**src/rtl/dither_pkg.sv**
```systemverilog
package dither_pkg;
  // Strobes from the sweep control to the triangle datapath
  typedef struct packed {
    logic clear;      // force triangle to its minimum
    logic step;       // advance triangle by one position
    logic falling;    // current half-sweep is descending
    logic loadDepth;  // triangle at minimum: depth select may be taken
  } ditherStrobes_t;
endpackage

```
**src/rtl/dither_ctrl.sv**
```systemverilog
module dither_ctrl
  import dither_pkg::*;
#(
  parameter int PHASE_W = 12
) (
  input  logic           clk,
  input  logic           rstN,
  input  logic           spreadEn,
  output ditherStrobes_t strobes
);
  logic [PHASE_W-1:0] phaseQ;
  logic               atMin;

  // phase wraps naturally at 2^PHASE_W, giving the sweep period
  always_ff @(posedge clk) begin
    if (!rstN) begin
      phaseQ <= '0;
    end else if (!spreadEn) begin
      phaseQ <= '0;
    end else begin
      phaseQ <= phaseQ + 1'b1;
    end
  end

  assign atMin = (phaseQ == '0);

  always_comb begin
    strobes.clear     = !spreadEn;
    strobes.step      = spreadEn;
    // upper half of the phase space walks the triangle back down
    strobes.falling   = phaseQ[PHASE_W-1];
    strobes.loadDepth = !spreadEn || atMin;
  end
endmodule

```
**src/rtl/dither_dp.sv**
```systemverilog
module dither_dp
  import dither_pkg::*;
#(
  parameter int PHASE_W = 12
) (
  input  logic             clk,
  input  logic             rstN,
  input  logic             sel2pct,
  input  ditherStrobes_t   strobes,
  output logic [PHASE_W:0] offsetWord
);
  logic [PHASE_W-1:0] triQ;
  logic               wideQ;  // 1 selects the doubled (4%) depth

  always_ff @(posedge clk) begin
    if (!rstN) begin
      triQ <= '0;
    end else if (strobes.clear) begin
      triQ <= '0;
    end else if (strobes.step) begin
      if (strobes.falling) triQ <= triQ - 1'b1;
      else                 triQ <= triQ + 1'b1;
    end
  end

  always_ff @(posedge clk) begin
    if (!rstN) begin
      wideQ <= 1'b0;
    end else if (strobes.loadDepth) begin
      wideQ <= !sel2pct;
    end
  end

  assign offsetWord = wideQ ? {triQ, 1'b0} : {1'b0, triQ};
endmodule

```
**src/rtl/tri_dither_gen.sv**
```systemverilog
module tri_dither_gen
  import dither_pkg::*;
#(
  parameter int PHASE_W = 12
) (
  input  logic             clk,
  input  logic             rstN,
  input  logic             spreadEn,
  input  logic             sel2pct,
  output logic [PHASE_W:0] offsetWord
);
  ditherStrobes_t strobes;

  dither_ctrl #(.PHASE_W(PHASE_W)) u_ctrl (
    .clk      (clk),
    .rstN     (rstN),
    .spreadEn (spreadEn),
    .strobes  (strobes)
  );

  dither_dp #(.PHASE_W(PHASE_W)) u_dp (
    .clk        (clk),
    .rstN       (rstN),
    .sel2pct    (sel2pct),
    .strobes    (strobes),
    .offsetWord (offsetWord)
  );
endmodule

```
**config.mk**
```make
export PLATFORM = sky130hd
export DESIGN_NAME = tri_dither_gen
export DESIGN_NICKNAME = d
export VERILOG_FILES = /design/src/rtl/dither_pkg.sv /design/src/rtl/dither_ctrl.sv /design/src/rtl/dither_dp.sv /design/src/rtl/tri_dither_gen.sv
export SDC_FILE = /design/constraint.sdc
export NUM_CORES = 1
export LEC_CHECK = 0
export BUFFER_PORTS_ARGS = -buffer_cell sky130_fd_sc_hd__buf_2
export CAP_MARGIN = 20
export CELL_PAD_IN_SITES_DETAIL_PLACEMENT = 1
export CELL_PAD_IN_SITES_GLOBAL_PLACEMENT = 1
export CORE_MARGIN = 5
export CORE_UTILIZATION = 40
export CTS_CLUSTER_DIAMETER = 60
export DETAILED_ROUTE_END_ITERATION = 12
export PLACE_DENSITY_LB_ADDON = 0.1
export SYNTH_ARGS = -nofsm -noshare
export SYNTH_HDL_FRONTEND = slang
export SYNTH_SLANG_ARGS = --single-unit
```
**constraint.sdc**
```tcl
create_clock -name clk -period 3.1 [get_ports clk]
set_input_delay 0.31 -clock clk [delete_from_list [all_inputs] [get_ports clk]]
set_output_delay 0.31 -clock clk [all_outputs]
set_load 0.005 [all_outputs]
```
==> results.cfg <==
[status]
status = finished, final reports clean

[setup_path]
cp-end-kind = register
cp.arrival_ns = 2.45
crit_fanout = 13
cp.required_ns = 3.31
cp-start-kind = register
path_class = reg2reg

[logic_synthesis]
postSynthNetCount = 186
synth_ff_type = dfxtp_1
yosys_warnings = 0
synthCells = 169
synth_edf_count = 0
synthesis.area_um2 = 1490
yosys.area.top_type_share_pct = 33.7
ys_seq_area_share_pct = 33.7
syn_avg_cell_area_um2 = 8.79
ys_ff_latch = 25
yosysUniqueCellTypes = 39
netlist_top_cells_area = dfxtp_1 34%, ha_1 10%, mux2_2 7.6%, nor2_1 5.1%, nand3_1 4.0%
synth_top_area_cell = dfxtp_1
async_reset_ff_share_pct = 0

[clock_network]
insertion_delay_ns = 0.28
cts_sinks = 25
postCtsResizedCells = 0
clockBufferDepth = 2
path_clk_slew_ns = 0.09
h-tree-depth = 1
hold_buffers = 0
cts_tree = built
cts_made_buffers = 3
cts-root-buf = clkbuf_8
post_cts_buffers = 0

[power_and_ir_drop]
clockPowerShare_pct = 36.8
switchingPower_uw = 136
total_power_uw = 563
p_leak_uw = 0.000718
intPower_uw = 427
p_sw_share_pct = 24.2
power_frac_comb_pct = 4.3
vdd_drop_max_mv = 0.159
power_density_nw_per_um2 = 339
power.share.sequential_pct = 58.9

[job]
maxCapViolCount = 0

[routing]
drtIter0Drc = 72
ant_nets = 0
vias_per_cell = 5.47
drcViolationCount = 0
wire_per_inst_um = 15.1
num_vias = 1275
wl_mm = 3.52
drt_first_pass_iters = 2

[grt]
antenna_found_initial = 0
grtUsageTotal_pct = 14.9
grt-ovfl-total = 0
grt_pass1_wl_mm = 6.09
grt_pass1_vias = 1323
grt_max_degree = 25

[sta]
hold_violations = 0
setup-tns-final_ns = 0
max_freq_mhz = 446
min_period_ns = 2.24
slew_headroom_pct = 55.1
finalSetupViolations = 0
slew_viol_final = 0
rsz0062_at_grt = false
finalClockSkew_ns = 0.000922
tightest_slew_ns = 0.673
finalCritPeriodShare_pct = 72.3

[floorplanning]
io_pins = 17
core_um2 = 3630
rows = 22
dieArea_um2 = 5030
dieHeight_um = 70.9
fp.dieW_um = 70.9
start_util_pct = 40.9

[final_layout]
final_cell_area_um2 = 1660
mostFrequentLayoutCell = dfxtp_1
diodes = 0
mostFrequentLayoutCells = 25 x dfxtp_1, 20 x nor2_1, 16 x buf_2
multiInputGateArea_um2 = 936
num-fill-cells = 468
regArea_um2 = 500
fin_nets = 203
drive_gt1_share_pct = 21.1
synthToLayoutAreaGrowth_pct = 12.0

[placement]
port_buffers = 16
gp_congestion = 0.812
place_area_um2 = 1610
dp_hpwl_mm = 2.58

[hold_path]
min_path_type = in2reg
[layout make-up]
cell class,instances,share of cell area [%]
inverter,8,1.81
multi-input combinational,131,56.3
timing repair buffer,17,5.27
clock buffer,3,2.48
sequential,25,30.1
clock inverter,1,0.451
tap,48,3.61
[sequential cells by signal (all words and copies together), names as in the netlist]
register       cells
u_ctrl.phaseQ     12
u_dp.triQ         12
u_dp.wideQ         1
[logic make-up after synthesis]
kind of cell	Yosys count	share of synthesized area [%]
compound gates	33	15.6
xor+xnor	11	6.49
fa+ha+maj	13	11.5
buf+inv	13	3.29
flops	25	33.7
mux	11	8.26
simple gates	63	21.2
[worst max-delay path, stage by stage, from the launching register on]
cell and delay [ns]:
dfxtp_1 0.68, inv_1 0.18, fa_1 0.48, nor2b_1 0.21, o31a_2 0.22, o211ai_1 0.13, nand3_1 0.11, nor3b_1 0.16
[power groups by stage]
| stage | sequential [uW] | combinational [uW] | clock (uW) |
|---|---|---|---|
| floorplan | 334 | 19.2 | 0 |
| global placement | 339 | 23.7 | 0 |
| detailed placement | 339 | 24.5 | 0 |
| CTS | 332 | 24.5 | 212 |
| global route | 333 | 27.3 | 230 |
| finish | 332 | 24.1 | 207 |
[synthesized netlist by cell type (6+ instances only)]
cell type  count
nor2_1        20
ha_1          12
a21oi_1       10
nand2_1        6
mux2_2        10
inv_1          8
nor3_1         7
xor2_1         6
dfxtp_1       25
nand3_1       12
[per-stage QoR]
stage	hold slack (ns)	setup slack [ns]	util, %	instances
floorplan	0.428	1.18	-	169
global placement	0.442	0.959	44.4	229
detailed placement	0.453	0.871	44.4	229
CTS	0.263	0.833	45.8	233
global route	0.259	0.674	45.8	233
finish	0.261	0.858	45.8	233
[per-layer routing]
layer | vias up | share of wire [%] | global-route usage [%]
met2 | 18 | 45 | 24.5
met1 | 616 | 51 | 19.4
met4 | 0 | 1.2 | 5.01
li1 | 633 | - | -
met5 | - | 0 | 0
met3 | 8 | 2.9 | 2.84
[worst paths after layout]
path	startpoint	end	slack, ns	depth (start not counted)
setup / recovery	u_ctrl.phaseQ[11]$_SDFF_PN0_	u_dp.triQ[8]$_SDFF_PN0_	0.86	7
setup reg to reg	u_ctrl.phaseQ[11]$_SDFF_PN0_	u_dp.triQ[8]$_SDFF_PN0_	0.86	7
hold reg to reg	u_ctrl.phaseQ[0]$_SDFF_PN0_	u_ctrl.phaseQ[0]$_SDFF_PN0_	0.47	1
hold / removal	rstN	u_dp.wideQ$_SDFFE_PN0P_	0.26	2
Note: power is estimated with default switching activity, not from simulation.
